==> src/rtl/wiperPkg.sv <==
package wiperPkg;
  localparam int POT_W    = 2;
  localparam int REG_W    = 2;
  localparam int WIPER_W  = 6;
  localparam int NUM_POTS = 1 << POT_W;
  localparam int NUM_REGS = 1 << REG_W;
  localparam int TAPS     = 1 << WIPER_W;

  typedef enum logic [3:0] {
    OP_GDR2W  = 4'h1,
    OP_STEP   = 4'h2,
    OP_STAT   = 4'h5,
    OP_GW2DR  = 4'h6,
    OP_RD_WCR = 4'h8,
    OP_WR_WCR = 4'hA,
    OP_RD_DR  = 4'hB,
    OP_WR_DR  = 4'hC,
    OP_DR2W   = 4'hD,
    OP_W2DR   = 4'hE
  } opT;

  typedef struct packed {
    logic               wcrLoad;
    logic               drLoad;
    logic               drToWcr;
    logic               wcrToDr;
    logic               allPots;
    logic               stepEn;
    logic               stepUp;
    logic               rdWcr;
    logic               rdDr;
    logic               rdStat;
    logic [POT_W-1:0]   potSel;
    logic [REG_W-1:0]   regSel;
    logic [WIPER_W-1:0] data;
  } strobeT;
endpackage

==> src/rtl/wiperCtrl.sv <==
module wiperCtrl
  import wiperPkg::*;
(
  input  logic             clk,
  input  logic             rstN,
  input  logic             frameStart,
  input  logic             byteValid,
  input  logic [7:0]       byteData,
  input  logic             stepValid,
  input  logic             stepUp,
  input  logic             commitBusy,
  output strobeT           strobe,
  output logic             commitReq,
  output logic             commitAll,
  output logic [POT_W-1:0] commitPot,
  output logic [REG_W-1:0] commitReg
);
  typedef enum logic [1:0] {S_WAIT, S_INSTR, S_DATA, S_STEP} stateT;

  stateT            state, stateNxt;
  logic             holdWcr, holdWcrNxt;
  logic [POT_W-1:0] potReg, potNxt;
  logic [REG_W-1:0] regReg, regNxt;
  opT               op;

  assign op = opT'(byteData[7:4]);

  always_comb begin
    strobe        = '0;
    strobe.potSel = potReg;
    strobe.regSel = regReg;
    strobe.data   = byteData[WIPER_W-1:0];
    stateNxt      = state;
    holdWcrNxt    = holdWcr;
    potNxt        = potReg;
    regNxt        = regReg;
    if (frameStart) begin
      stateNxt = S_INSTR;
    end else begin
      case (state)
        S_INSTR: if (byteValid) begin
          strobe.potSel = byteData[POT_W-1:0];
          strobe.regSel = byteData[POT_W +: REG_W];
          potNxt        = byteData[POT_W-1:0];
          regNxt        = byteData[POT_W +: REG_W];
          stateNxt      = S_WAIT;
          case (op)
            OP_RD_WCR: strobe.rdWcr = 1'b1;
            OP_RD_DR:  strobe.rdDr = 1'b1;
            OP_STAT:   strobe.rdStat = 1'b1;
            OP_WR_WCR: begin stateNxt = S_DATA; holdWcrNxt = 1'b1; end
            OP_WR_DR:  begin stateNxt = S_DATA; holdWcrNxt = 1'b0; end
            OP_DR2W:   strobe.drToWcr = 1'b1;
            OP_GDR2W:  begin strobe.drToWcr = 1'b1; strobe.allPots = 1'b1; end
            OP_W2DR:   strobe.wcrToDr = !commitBusy;
            OP_GW2DR:  begin strobe.wcrToDr = !commitBusy; strobe.allPots = 1'b1; end
            OP_STEP:   stateNxt = S_STEP;
            default:   stateNxt = S_WAIT;
          endcase
        end
        S_DATA: if (byteValid) begin
          stateNxt = S_WAIT;
          if (holdWcr) strobe.wcrLoad = 1'b1;
          else         strobe.drLoad  = !commitBusy;
        end
        S_STEP: if (stepValid) begin
          strobe.stepEn = 1'b1;
          strobe.stepUp = stepUp;
        end
        default: ;
      endcase
    end
  end

  always_ff @(posedge clk or negedge rstN) begin
    if (!rstN) begin
      state     <= S_WAIT;
      holdWcr   <= 1'b0;
      potReg    <= '0;
      regReg    <= '0;
      commitReq <= 1'b0;
      commitAll <= 1'b0;
      commitPot <= '0;
      commitReg <= '0;
    end else begin
      state     <= stateNxt;
      holdWcr   <= holdWcrNxt;
      potReg    <= potNxt;
      regReg    <= regNxt;
      commitReq <= strobe.drLoad | strobe.wcrToDr;
      commitAll <= strobe.wcrToDr & strobe.allPots;
      commitPot <= strobe.potSel;
      commitReg <= strobe.regSel;
    end
  end
endmodule

==> src/rtl/wiperData.sv <==
module wiperData
  import wiperPkg::*;
#(
  parameter logic [NUM_POTS*WIPER_W-1:0] INIT_DR0 = '0
) (
  input  logic                     clk,
  input  logic                     rstN,
  input  strobeT                   strobe,
  input  logic                     commitBusy,
  output logic [NUM_POTS*TAPS-1:0] tapSel,
  output logic                     rdValid,
  output logic [7:0]               rdData
);
  localparam logic [WIPER_W-1:0] TOP_TAP = WIPER_W'(TAPS - 1);

  logic [WIPER_W-1:0] wcr [NUM_POTS];
  logic [WIPER_W-1:0] dr  [NUM_POTS][NUM_REGS];
  logic               recallPend;

  always_ff @(posedge clk or negedge rstN) begin
    if (!rstN) begin
      recallPend <= 1'b1;
      for (int p = 0; p < NUM_POTS; p++) begin
        wcr[p] <= '0;
        for (int r = 0; r < NUM_REGS; r++)
          dr[p][r] <= (r == 0) ? INIT_DR0[p*WIPER_W +: WIPER_W] : '0;
      end
    end else begin
      recallPend <= 1'b0;
      for (int p = 0; p < NUM_POTS; p++) begin
        logic hitOne, hitAny;
        hitOne = (strobe.potSel == POT_W'(p));
        hitAny = hitOne | strobe.allPots;
        if (recallPend)
          wcr[p] <= dr[p][0];
        else if (strobe.wcrLoad && hitOne)
          wcr[p] <= strobe.data;
        else if (strobe.drToWcr && hitAny)
          wcr[p] <= dr[p][strobe.regSel];
        else if (strobe.stepEn && hitOne) begin
          if (strobe.stepUp && wcr[p] != TOP_TAP) wcr[p] <= wcr[p] + 1'b1;
          else if (!strobe.stepUp && wcr[p] != '0) wcr[p] <= wcr[p] - 1'b1;
        end
        if (strobe.drLoad && hitOne)
          dr[p][strobe.regSel] <= strobe.data;
        else if (strobe.wcrToDr && hitAny)
          dr[p][strobe.regSel] <= wcr[p];
      end
    end
  end

  always_ff @(posedge clk or negedge rstN) begin
    if (!rstN) begin
      rdValid <= 1'b0;
      rdData  <= '0;
    end else begin
      rdValid <= strobe.rdWcr | strobe.rdDr | strobe.rdStat;
      if (strobe.rdWcr)
        rdData <= {{(8-WIPER_W){1'b0}}, wcr[strobe.potSel]};
      else if (strobe.rdDr)
        rdData <= {{(8-WIPER_W){1'b0}}, dr[strobe.potSel][strobe.regSel]};
      else if (strobe.rdStat)
        rdData <= {7'b0, commitBusy};
      else
        rdData <= '0;
    end
  end

  for (genvar g = 0; g < NUM_POTS; g++) begin : gTap
    assign tapSel[g*TAPS +: TAPS] = TAPS'(1) << wcr[g];
  end
endmodule

==> src/rtl/wiperExec.sv <==
module wiperExec
  import wiperPkg::*;
#(
  parameter logic [NUM_POTS*WIPER_W-1:0] INIT_DR0 = '0
) (
  input  logic        clk,
  input  logic        rstN,
  input  logic        frameStart,
  input  logic        byteValid,
  input  logic [7:0]  byteData,
  input  logic        stepValid,
  input  logic        stepUp,
  input  logic        commitBusy,
  output logic [NUM_POTS*TAPS-1:0] tapSel,
  output logic        rdValid,
  output logic [7:0]  rdData,
  output logic        commitReq,
  output logic        commitAll,
  output logic [POT_W-1:0] commitPot,
  output logic [REG_W-1:0] commitReg
);
  strobeT strobe;

  wiperCtrl uCtrl (
    .clk(clk), .rstN(rstN), .frameStart(frameStart), .byteValid(byteValid),
    .byteData(byteData), .stepValid(stepValid), .stepUp(stepUp),
    .commitBusy(commitBusy), .strobe(strobe), .commitReq(commitReq),
    .commitAll(commitAll), .commitPot(commitPot), .commitReg(commitReg)
  );

  wiperData #(.INIT_DR0(INIT_DR0)) uData (
    .clk(clk), .rstN(rstN), .strobe(strobe), .commitBusy(commitBusy),
    .tapSel(tapSel), .rdValid(rdValid), .rdData(rdData)
  );
endmodule

==> config.mk <==
export PLATFORM = sky130hd
export DESIGN_NAME = wiperExec
export DESIGN_NICKNAME = d
export VERILOG_FILES = /design/src/rtl/wiperPkg.sv /design/src/rtl/wiperCtrl.sv /design/src/rtl/wiperData.sv /design/src/rtl/wiperExec.sv
export SDC_FILE = /design/constraint.sdc
export NUM_CORES = 1
export LEC_CHECK = 0
export BUFFER_PORTS_ARGS = -buffer_cell sky130_fd_sc_hd__buf_2
export CORE_UTILIZATION = 54
export DETAILED_ROUTE_END_ITERATION = 10
export GPL_TIMING_DRIVEN = 0
export PLACE_DENSITY = 0.82
export SLEW_MARGIN = 20
export SYNTH_ARGS = -nofsm -noshare
export SYNTH_HDL_FRONTEND = slang
export SYNTH_SLANG_ARGS = --single-unit
==> constraint.sdc <==
create_clock -name clk -period 3.5 [get_ports clk]
set_input_delay 0.175 -clock clk [delete_from_list [all_inputs] [get_ports clk]]
set_output_delay 0.175 -clock clk [all_outputs]
set_load 0.1 [all_outputs]
After elaboration in Yosys (flattened, before gate mapping)
Index checks and enable logic that the tools add are counted.
{ "totals": {"input_bits": 15, "regBits": 143, "ram_bits": 0, "mem_bits_ro": 0, "n_memories": 0, "latch_bits": 0} }
{ "op_classes": {"n_div": 0, "eq_ne": 22, "shifts": 4, "n_lt_le_gt_ge": 3, "n_reduce_logical": 61, "multipliers": 0, "n_mux": 89, "n_addsub": 8, "bitwise_logic": 11} }
{ "op_table": {"columns": ["operator", "n"], "rows": [
  ["$shl A1 B6 Y64 const A", 4],
  ["$mux W24", 10],
  ["$mux W6", 37],
  ["$bwmux W24", 8],
  ["$bmux W6 S2", 6],
  ["$bmux W24 S2", 1],
  ["$logic_and A1 B1 Y1", 29],
  ["$add A6 B1 Y6 const B", 4],
  ["$eq A4 B4 Y1 const B", 6],
  ["$ne A6 B6 Y1 const B", 4],
  ["$reduce_bool A6 Y1", 4],
  ["$sub A6 B1 Y6 const B", 4],
  ["$reduce_bool A5 Y1", 4],
  ["$mux W8", 2],
  ["$reduce_bool A4 Y1", 4],
  ["$mux W14", 1],
  ["$mux W2", 7],
  ["$mux W7", 2],
  ["$demux W6 S2", 1],
  ["$reduce_bool A2 Y1", 5],
  ["$mux W1", 9],
  ["$eq A2 B2 Y1 const B", 4],
  ["$eq A4 B3 Y1 const B", 2],
  ["$pmux W2 S2", 2],
  ["other kinds (19)", 38]
]} }

Longest topological paths before layout
Gate-level depths: netlist of the first run.
{ "depth": {"ltp_word": 15, "depth_mapped": 11, "mapped_depth_nobuf": 9} }

By module
Synthesis of the first run repeated with hierarchy kept, for this count alone.
{ "hier_totals": {"hier_cells": 1230, "area_unflattened_um2": 9830.7} }
{ "modules_own_cells": {"columns": ["module", "area_per_inst_um2", "n_inst", "cells_per_inst"], "rows": [
  ["wiperData", 9061.2, 1, 1153],
  ["wiperCtrl", 769.5, 1, 77]
]} }

Worst setup path before layout of the first run
OpenSTA, ideal clock, no wires.
{ "synth_path": {"kind": "reg2reg", "startpoint": "register uData.wcr[12] (netlist bit)", "endpoint": "register uData.wcr[13] (netlist bit)", "arrival_time_ns": 3.437, "slack_ns": -0.063, "setup_ns": 0.125, "stages_incl_launch_ff": 8, "synth_period_minus_slack_ns": 3.563, "path_cell_list": "dfrtp_1 > clkbuf_1 > nand2_1 > nor2_1 > a2111oi_1 > or4_1 > buf_2 > mux2_4"} }
{ "synth_via": {"elab_chain_cells": 7, "elab_cells_between_ends": 14} }
{ "synth_rtl": {"columns": ["element", "line", "rtl"], "rows": [
  ["from (decl)", "wiperData.sv:16", "logic [WIPER_W-1:0] wcr [NUM_POTS];"],
  ["from (signal, indexed assignment)", "wiperData.sv:35", "wcr[p] <= dr[p][0];"],
  ["from (signal, indexed assignment)", "wiperData.sv:37", "wcr[p] <= strobe.data;"],
  ["from (signal, indexed assignment)", "wiperData.sv:39", "wcr[p] <= dr[p][strobe.regSel];"],
  ["$sub A6 B1 Y6 / $ne A6 B6 Y1 (equally long branches)", "wiperData.sv:42, wiperData.sv:41", null],
  ["$mux W6 / $logic_and A1 B1 Y1 (equally long branches)", "wiperData.sv:42, wiperData.sv:41", null],
  ["$mux W6", "wiperData.sv:41", "if (strobe.stepUp && wcr[p] != TOP_TAP) wcr[p] <= wcr[p] + 1'b1;"],
  ["$mux W6", "wiperData.sv:40", "else if (strobe.stepEn && hitOne) begin"],
  ["$mux W6", "wiperData.sv:38", "else if (strobe.drToWcr && hitAny)"],
  ["$mux W6", "wiperData.sv:36", "else if (strobe.wcrLoad && hitOne)"],
  ["$mux W6", "wiperData.sv:34", "if (recallPend)"]
]} }
Several ways; a longest one is shown, not always the timed one. The select of a mux whose other input is x is not followed.
A chain may end at the register's enable or synchronous reset.

Final worst setup path of the first run
{ "layout_path": {"startpoint": "register uData.wcr[2] (netlist bit)", "endpoint": "register uData.wcr[5] (netlist bit)"} }
Same word-level chain as after synthesis.

==> results.cfg, run 1 <==
[outcome]
status = complete, no violations

[critical_path]
timing.critical_path.buf_inv = 1
ff2ff_setup_slack_ns = 0.18
critical_path.max_stage_delay_ns = 0.60
timing.rr.end = uData.wcr[5]
worst_r2r_startpoint = uData.wcr[2]
timing.critical_path.cells = clkbuf_1 -> nand4_1 -> o211ai_1 -> ha_1 -> a21o_1 -> a21oi_1 -> o21ai_0 -> xnor2_1 -> and3_1 -> o32ai_1
worst_setup_path_start_kind = flip-flop
setup.worst_path.end_class = flip-flop
r2r_cells = 10
timing.critical_path.arrival_ns = 3.65
cp_max_fo = 10
timing.critical_path.max_delay_family = compound AO/OA/AOI/OAI gates
crit_path_required_time_ns = 3.83
worst-setup-path-type = flip-flop to flip-flop
critPathSlowestCell = sky130_fd_sc_hd__o211ai_1

[yosys]
ys_warnings = 0
yosysSeqAreaShare = 0.326
synth-edff-count = 0
postSynthCellCount = 1322
mappedNetlistArea_um2 = 10800
postSynth.topFlopCell = sky130_fd_sc_hd__dfrtp_1
synth_async_sr_flop_share = 1.00
synth.avg_cell_area_um2 = 8.18
synth-seq-cells = 141
synth_cell_type_count = 83

[floorplan]
die_h_um = 144
floorplan.die.width_um = 144
placementRows = 51
design.core.area_um2 = 19500
floorplan.io_pins = 286
start_util = 0.554
die_outline_area_um2 = 20600

[drt]
post_drt_via_cell_ratio = 6.35
wire_per_inst_um = 21.3
remaining_number_of_nets_flagged_by_the_antenna_check_after_routing = 0
vias = 12100
post-route-drc-count = 0
drt-initial-drc-count = 1627
drt-total-wl_um = 40700
first_pass_iters = 8

[layout]
drive_gt1_frac = 0.290
layout.cells.non_filler = 1910
final-seq-area_um2 = 3530
nNetsFinal = 1664
layout.filler_cells = 1636
syn_to_layout_area_delta_pct = 22.3
multi_input_logic_area_um2 = 6710

[clock_tree]
cts.htree.levels = 4
path_clk_slew_ns = 0.06
cts_root_buffer = sky130_fd_sc_hd__clkbuf_16
cts_num_sinks = 141
ctsLongestPathBuffers = 2
cts-buffers-inserted = 17
worstSkewPairLatency_ns = 0.44
cts_tree = built

[hold_path]
timing.hold.worst_endpoint = uCtrl.state[1]
holdCritPathClass = input port to flip-flop
hold_path_startpoint = byteValid
holdPathStages = 3

[timing]
min_period_ns = 3.32
max_freq_mhz = 301
hold_violations = 0
max_slew.worst_pin.slew_ns = 1.22
min_period_over_period = 0.949
setup_total_negative_slack_ns = 0
max-slew-margin-rel = 0.180
slew_violations = 0
rsz0062_at_grt = no
fin_worst_skew_ns = 0.0119
setup_violations = 0

[global_routing]
grt_max_degree = 86
grt.total_usage = 0.391
grt_antenna_before_repair = 4
first_global_vias = 10400
grt_first_pass_wirelength_um = 60200
grt_overflow_total = 0

[place]
dp_hpwl_um = 30500
gpl.final_weighted_congestion = 1.02
placement.io_buffers = 280
numPlacedInstances = 1870

[pwr]
worst_ir_drop_vdd_v = 0.000569
cellPowerDensity_nw_per_um2 = 509
power.static_leakage_nw = 6.45

[job]
max-cap-violations = 0
-- worst max path at each step --
stage	cells past startpoint	slack, ns	endpoint	from
floorplan	5	0.009	tapSel[0]	uData.wcr[18]
global placement	11	-0.10	uData.wcr[21]	uData.wcr[18]
detailed placement	11	0.16	uData.wcr[23]	uData.wcr[18]
CTS	11	0.14	uData.wcr[23]	uData.wcr[18]
global route	10	0.006	uData.wcr[5]	uData.wcr[3]
finish	10	0.18	uData.wcr[5]	uData.wcr[2]
-- through the flow --
| step | setup WS (ns) | area (um2) | hold slack [ns] | util | power (mW) |
|---|---|---|---|---|---|
| CTS | 0.143 | 13200 | 0.0993 | 0.675 | 6.64 |
| finish | 0.177 | 13200 | 0.102 | 0.677 | 6.74 |
| global route | 0.00572 | 13200 | 0.138 | 0.677 | 6.96 |
| detailed placement | 0.157 | 12600 | 0.127 | 0.645 | 4.87 |
| floorplan | 0.00898 | 10800 | -0.121 | - | 4.18 |
| global placement | -0.105 | 12600 | 0.418 | 0.643 | 4.82 |
-- power breakdown --
group | internal, mW | switching [mW] | leakage [nW]
Clock | 1.04 | 0.743 | 0.276
Sequential | 1.77 | 0.189 | 1.89
Combinational | 0.804 | 2.18 | 4.28
Total | 3.62 | 3.11 | 6.45
-- tightest hold or removal path, stage by stage --
cell and delay, ns:
sky130_fd_sc_hd__buf_2 0.13, sky130_fd_sc_hd__a31oi_1 0.13, sky130_fd_sc_hd__nor3_1 0.06
-- layout make-up --
cell class                      count  area share
Timing Repair Buffer              286       0.112
Multi-Input combinational cell   1053       0.507
Tap cell                          265      0.0251
Clock buffer                       17      0.0322
Inverter                           21     0.00634
Sequential cell                   141       0.267
Buffer                            109      0.0389
Clock inverter                     13      0.0108
Antenna cell                        5    0.000946
-- cell usage after synthesis, types with 5 or more instances --
| master | number | area share |
|---|---|---|
| sky130_fd_sc_hd__nor2_1 | 314 | 0.11 |
| sky130_fd_sc_hd__dfrtp_1 | 140 | 0.32 |
| sky130_fd_sc_hd__nand2_1 | 106 | 0.037 |
| sky130_fd_sc_hd__a21oi_1 | 91 | 0.042 |
| sky130_fd_sc_hd__clkbuf_1 | 72 | 0.025 |
| sky130_fd_sc_hd__mux2_2 | 67 | 0.070 |
| sky130_fd_sc_hd__nor3_1 | 58 | 0.027 |
| sky130_fd_sc_hd__mux2i_1 | 57 | 0.053 |
| sky130_fd_sc_hd__nand3_1 | 33 | 0.015 |
| sky130_fd_sc_hd__o21ai_0 | 30 | 0.014 |
| sky130_fd_sc_hd__a31oi_1 | 24 | 0.014 |
| sky130_fd_sc_hd__buf_2 | 21 | 0.0097 |
| sky130_fd_sc_hd__nand2b_1 | 21 | 0.012 |
| sky130_fd_sc_hd__mux4_2 | 19 | 0.040 |
| sky130_fd_sc_hd__inv_1 | 18 | 0.0062 |
| sky130_fd_sc_hd__nor2b_1 | 17 | 0.0098 |
| sky130_fd_sc_hd__ha_1 | 16 | 0.019 |
| sky130_fd_sc_hd__or2_2 | 14 | 0.0081 |
| sky130_fd_sc_hd__a22oi_1 | 13 | 0.0090 |
| sky130_fd_sc_hd__o22ai_1 | 11 | 0.0064 |
| sky130_fd_sc_hd__xnor2_1 | 10 | 0.0081 |
| sky130_fd_sc_hd__buf_4 | 9 | 0.0062 |
| sky130_fd_sc_hd__a211oi_1 | 7 | 0.0049 |
| sky130_fd_sc_hd__a21o_1 | 7 | 0.0049 |
| sky130_fd_sc_hd__nand4_1 | 7 | 0.0040 |
| sky130_fd_sc_hd__a211o_1 | 6 | 0.0049 |
| sky130_fd_sc_hd__buf_6 | 6 | 0.0062 |
| sky130_fd_sc_hd__xor2_1 | 6 | 0.0049 |
| sky130_fd_sc_hd__and2_1 | 5 | 0.0029 |
| sky130_fd_sc_hd__and3_1 | 5 | 0.0029 |
| sky130_fd_sc_hd__mux2_1 | 5 | 0.0052 |
| sky130_fd_sc_hd__nand4b_1 | 5 | 0.0040 |
| sky130_fd_sc_hd__o211ai_1 | 5 | 0.0035 |
| sky130_fd_sc_hd__o221ai_1 | 5 | 0.0040 |
-- sequential cells by signal, summed over array words and instances, names as in the netlist --
signal            flops
uCtrl.commitReq       1
uCtrl.commitPot       2
uCtrl.commitReg       2
uData.wcr            24
uData.rdData          6
uData.recallPend      1
uCtrl.potReg          2
uCtrl.regReg          2
uCtrl.commitAll       1
uData.dr             96
uCtrl.holdWcr         1
uData.rdValid         1
uCtrl.state           2
-- repair_timing --
item / in CTS / in global routing
hold buffers: 2 / 0
endpoints found under the hold margin: 57 / 0
gates resized for setup: 0 / 1
setup endpoints to repair: 0 / 6
setup buffers: 0 / 3
-- per-layer routing --
| metal | vias up | routed length, um | track usage |
|---|---|---|---|
| met5 | - | 0 | 0.00501 |
| met2 | 973 | 17700 | 0.585 |
| li1 | 5296 | - | - |
| met4 | 0 | 1700 | 0.175 |
| met3 | 159 | 5620 | 0.135 |
| met1 | 5695 | 15700 | 0.510 |
-- cell usage in the layout, fill, tap and decap left out, types with 18 or more instances in the layout --
| cell | n |
|---|---|
| sky130_fd_sc_hd__buf_2 | 300 |
| sky130_fd_sc_hd__inv_1 | 18 |
| sky130_fd_sc_hd__nand2_1 | 106 |
| sky130_fd_sc_hd__a21oi_1 | 91 |
| sky130_fd_sc_hd__dfrtp_1 | 140 |
| sky130_fd_sc_hd__nor2_1 | 313 |
| sky130_fd_sc_hd__clkbuf_1 | 72 |
| sky130_fd_sc_hd__mux2i_1 | 57 |
| sky130_fd_sc_hd__nor3_1 | 58 |
| sky130_fd_sc_hd__a31oi_1 | 24 |
| sky130_fd_sc_hd__nand2b_1 | 21 |
| sky130_fd_sc_hd__o21ai_0 | 30 |
| sky130_fd_sc_hd__nand3_1 | 33 |
| sky130_fd_sc_hd__mux4_2 | 19 |
| sky130_fd_sc_hd__mux2_2 | 67 |
-- logic make-up after synthesis --
logic type | synth area share
simple gates | 0.254
xor+xnor | 0.0130
buf+inv | 0.0553
mux | 0.178
compound gates | 0.147
other cells | 0.000347
fa+ha+maj | 0.0259
flops | 0.326
Power figures use the tool's default switching activity.
==> run 2, diff against run 1 <==
==> constraint.sdc (replaced) <==
create_clock -name clk -period 3.5 [get_ports clk]
set_input_delay 0.7 -clock clk [delete_from_list [all_inputs] [get_ports clk]]
set_output_delay 0.7 -clock clk [all_outputs]
set_load 0.1 [all_outputs]
==> results.cfg, run 2 (synthesized netlist as in run 1, its figures left out) <==
[outcome]
status = complete, no violations

[critical_path]
cp_max_fo = 10
setup.worst_path.end_class = primary output
crit_path_required_time_ns = 2.80
worst-setup-path-type = flip-flop to primary output
worst_setup_path_start_kind = flip-flop
r2r_cells = 11
timing.critical_path.arrival_ns = 2.71

[floorplan]
floorplan.io_pins = 286
die_outline_area_um2 = 20600
placementRows = 51
design.core.area_um2 = 19500
die_h_um = 144
floorplan.die.width_um = 144
start_util = 0.554

[timing]
max_freq_mhz = 293
slew_violations = 0
hold_violations = 0
max-slew-margin-rel = 0.391
hold_slack_ns = 0.206
worst_slack_ns = 0.0890
min_period_over_period = 0.975
rsz0062_at_grt = no
fin_worst_skew_ns = 0.00623
min_period_ns = 3.41
max_slew.worst_pin.slew_ns = 0.904
setup_violations = 0

[place]
dpl_cell_area_um2 = 12700
placement.setup.worst_slack_ns = 0.0252
gpl.final_weighted_congestion = 0.989
numPlacedInstances = 1870
dp_hpwl_um = 31600
placement.io_buffers = 280

[clock_tree]
cts_tree = built
path_clk_slew_ns = 0.06
cts-buffers-inserted = 17
cts.htree.levels = 4
worstSkewPairLatency_ns = 0.44
cts_num_sinks = 141
cts_root_buffer = sky130_fd_sc_hd__clkbuf_16
ctsLongestPathBuffers = 2

[global_routing]
grt_first_pass_wirelength_um = 61000
grt_max_degree = 77
grt_antenna_before_repair = 4
first_global_vias = 10500
grt.total_usage = 0.401
grt_overflow_total = 0

[job]
max-cap-violations = 0

[layout]
layout.cells.non_filler = 1908
post_layout_util = 0.685
final_cell_mix = 313 x sky130_fd_sc_hd__nor2_1, 300 x sky130_fd_sc_hd__buf_2, 140 x sky130_fd_sc_hd__dfrtp_1
nNetsFinal = 1662
largest_register = uData.dr
final_design_area_no_fill_um2 = 13400
largest_register_ff_count = 96
syn_to_layout_area_delta_pct = 23.6
final-seq-area_um2 = 3530
reg.largest.list = uData.dr (96), uData.wcr (24), uData.rdData (6)
multi_input_logic_area_um2 = 6870
layout.filler_cells = 1594
layout_commonest_cell = sky130_fd_sc_hd__nor2_1
drive_gt1_frac = 0.309

[drt]
post_drt_via_cell_ratio = 6.24
post-route-drc-count = 0
first_pass_iters = 6
drt-total-wl_um = 41600
wire_per_inst_um = 21.8
remaining_number_of_nets_flagged_by_the_antenna_check_after_routing = 0
vias = 11900
drt-initial-drc-count = 1527

[hold_path]
holdCritPathClass = input port to asynchronous set/reset pin

[pwr]
worst_ir_drop_vdd_v = 0.000401
cellPowerDensity_nw_per_um2 = 507
power.static_leakage_nw = 6.46
==> run 2: cell types whose count changed in the layout (fill, tap and decap cells not counted), sizes merged <==
cell / previous run / this run
dlygate4sd3: 2 / 0
diode: 5 / 4
clkinvlp: 2 / 3
clkinv: 6 / 5
clkbuf: 89 / 90
==> run 2: routing by layer <==
layer	routed length, um	GRT usage	share of wire	vias up
met5	0	0	0	-
met1	16200	0.533	0.39	5634
met2	18300	0.610	0.44	831
li1	-	-	-	5289
met3	5270	0.105	0.13	154
met4	1840	0.185	0.044	0
==> run 2: worst max-delay path, stage by stage, from the launching register on <==
cell                       delay, ns
sky130_fd_sc_hd__dfrtp_1        0.54
sky130_fd_sc_hd__clkbuf_1       0.46
sky130_fd_sc_hd__inv_1          0.18
sky130_fd_sc_hd__nor2_1         0.27
sky130_fd_sc_hd__nand2_1        0.20
sky130_fd_sc_hd__nor2_1         0.17
sky130_fd_sc_hd__buf_2          0.45
==> run 2: repair_timing <==
| action | in CTS | in global routing |
|---|---|---|
| hold buffers | 0 | 0 |
| buffers inserted | 0 | 3 |
| pin swaps | 0 | 2 |
| endpoints found under the setup margin | 1 | 5 |
| gates resized for setup | 1 | 1 |
==> run 2: report_power, final <==
group          total [mW]  switching [mW]  internal (mW)
clock                1.79           0.746           1.05
sequential           1.96           0.190           1.77
combinational        3.03            2.22          0.807
==> run 2: layout make-up <==
| class | instances | share of cell area |
|---|---|---|
| Multi-Input combinational cell | 1053 | 0.514 |
| Sequential cell | 141 | 0.264 |
| Timing Repair Buffer | 284 | 0.109 |
| Buffer | 109 | 0.0385 |
| Clock buffer | 18 | 0.0321 |
| Tap cell | 265 | 0.0248 |
| Clock inverter | 13 | 0.0106 |
| Inverter | 21 | 0.00627 |
| Antenna cell | 4 | 0.000749 |
==> run 2: per-stage QoR <==
step	power, mW	setup TNS (ns)
2_1_floorplan	4.22	-7.54
3_3_place_gp	4.86	-30.16
3_5_place_dp	4.92	0
4_1_cts	6.70	0
5_1_grt	7.02	0
6_report	6.78	0
==> run 2: worst paths after layout <==
path,from,to,slack (ns)
hold reg to reg,uData.dr[4],uData.dr[4],0.50
setup reg to reg,uData.wcr[18],uData.wcr[23],0.27
min in group clk,uData.dr[4],uData.dr[4],0.50
hold / removal,rstN,uData.dr[35],0.21
max in group asynchronous,rstN,uData.wcr[5],2.53
setup / recovery,uData.wcr[17],tapSel[97],0.09
==> run 3, diff against run 2 <==
==> constraint.sdc (replaced) <==
create_clock -name clk -period 3.7 [get_ports clk]
set_input_delay 0.74 -clock clk [delete_from_list [all_inputs] [get_ports clk]]
set_output_delay 0.74 -clock clk [all_outputs]
set_load 0.1 [all_outputs]
==> results.cfg, run 3 (synthesized netlist as in run 1, its figures left out) <==
[timing]
fin_worst_skew_ns = 0.00658
min_period_over_period = 0.929
hold_slack_ns = 0.259
setup_violations = 0
rsz0062_at_grt = no
worst_slack_ns = 0.263
hold_violations = 0
max-slew-margin-rel = 0.336
max_slew.worst_pin.slew_ns = 0.986
slew_violations = 0
max_freq_mhz = 291
min_period_ns = 3.44

[place]
dpl_cell_area_um2 = 12700
dp_hpwl_um = 31700
placement.io_buffers = 280
gpl.final_weighted_congestion = 0.989
placement.setup.worst_slack_ns = 0.205

[layout]
nNetsFinal = 1659
largest_register_ff_count = 96
post_layout_util = 0.685
final_cell_mix = 314 x sky130_fd_sc_hd__nor2_1, 300 x sky130_fd_sc_hd__buf_2, 140 x sky130_fd_sc_hd__dfrtp_1
drive_gt1_frac = 0.305
syn_to_layout_area_delta_pct = 23.6
largest_register = uData.dr
reg.largest.list = uData.dr (96), uData.wcr (24), uData.rdData (6)
final_design_area_no_fill_um2 = 13400
layout_commonest_cell = sky130_fd_sc_hd__nor2_1

[critical_path]
timing.critical_path.max_delay_family = buffers and inverters
ff2ff_setup_slack_ns = 0.38
timing.critical_path.buf_inv = 4
timing.critical_path.arrival_ns = 2.70
setup.worst_path.end_class = primary output
timing.critical_path.cells = clkbuf_1 -> or2_2 -> clkbuf_1 -> clkbuf_1 -> nor3_1 -> buf_2
critical_path_depth = 6
worst-setup-path-type = flip-flop to primary output
critical_path.max_stage_delay_ns = 0.48
timing.rr.end = uData.wcr[21]
worst_setup_path_start_kind = flip-flop
r2r_cells = 11
critPathSlowestCell = sky130_fd_sc_hd__buf_2
crit_top_cell = sky130_fd_sc_hd__clkbuf_1
crit_path_required_time_ns = 2.96
worst_r2r_startpoint = uData.wcr[18]
cp_max_fo = 10

[clock_tree]
worstSkewPairLatency_ns = 0.44
cts_tree = built
cts_num_sinks = 141
cts.htree.levels = 4
cts_hold_buf = 0
cts_setup_buffers = 0
ctsLongestPathBuffers = 2
cts-resized-gates = 0
cts-buffers-inserted = 17
cts_root_buffer = sky130_fd_sc_hd__clkbuf_16
path_clk_slew_ns = 0.06

[floorplan]
design.core.area_um2 = 19500
floorplan.io_pins = 286
start_util = 0.554
die_outline_area_um2 = 20600
floorplan.die.width_um = 144
die_h_um = 144
placementRows = 51

[drt]
drt-initial-drc-count = 1518
first_pass_iters = 6
drt-total-wl_um = 41900
detailroute.wirelength.met3_um = 5300
post-route-drc-count = 0
wl_met1_um = 16500
wire_per_inst_um = 22.0
met2_wirelength_um = 18500
vias = 11900
post_drt_via_cell_ratio = 6.26
routed.top_layer = met4
remaining_number_of_nets_flagged_by_the_antenna_check_after_routing = 0

[global_routing]
grt_antenna_before_repair = 6
grt_max_degree = 74
grt.total_usage = 0.404
first_global_vias = 10400
grt_first_pass_wirelength_um = 61300
grt_overflow_total = 0

[pwr]
power.static_leakage_nw = 6.48
worst_ir_drop_vdd_v = 0.000372
p_total_mw = 6.52
cellPowerDensity_nw_per_um2 = 488

[hold_path]
holdCritPathClass = input port to asynchronous set/reset pin

[job]
max-cap-violations = 0

[outcome]
status = complete, no violations
## run 3: cell types whose count changed in the layout (fill, tap and decap cells not counted), sizes merged
cell      change
inv           +2
clkinvlp      -2
clkinv        -1
clkbuf        +2
diode         +2
buf           -3
## run 3: per-stage QoR
step                      setup TNS, ns  instances
final                                 0       1908
after global routing                  0       1908
after CTS                             0       1902
after detailed placement              0       1870
after global placement            -9.10       1869
after floorplan                   -4.56       1324
## run 3: routing by layer
metal	vias up	GRT usage
li1	5286	-
met1	5667	0.538
met2	855	0.597
met3	131	0.130
met4	0	0.188
met5	-	0
## run 3: how the worst max path moves through the flow
stage,startpoint,endpoint,slack [ns]
floorplan,uData.wcr[18],tapSel[0],-0.36
global placement,rstN,uData.rdData[4],-0.07
detailed placement,frameStart,uData.dr[66],0.21
CTS,uData.wcr[18],uData.wcr[23],0.19
global route,uData.wcr[18],uData.wcr[21],0.05
finish,uData.wcr[18],tapSel[4],0.26
## run 3: worst reg2reg max path: cells and delay by family (launching register included)
kind	cells	cell delay, ns
fa+ha+maj	1	0.34
flops	1	0.38
compound gates	5	1.41
buf+inv	2	0.72
xor+xnor	1	0.15
simple gates	2	0.24
## run 3: where the power goes
group          switching, mW  total (mW)  internal, mW
Clock                  0.742        1.81          1.07
Sequential             0.175        1.85          1.68
Combinational           2.10        2.86         0.762
Total                   3.02        6.52          3.51
## run 3: area by class of cell
class,instances,area [um2]
timing repair buffer,281,1440
buffer,109,514
clock inverter,12,151
clock buffer,20,467
multi-input combinational,1053,6840
sequential,141,3530
antenna,6,15.0
inverter,21,83.8
tap,265,332
fill,1642,6160
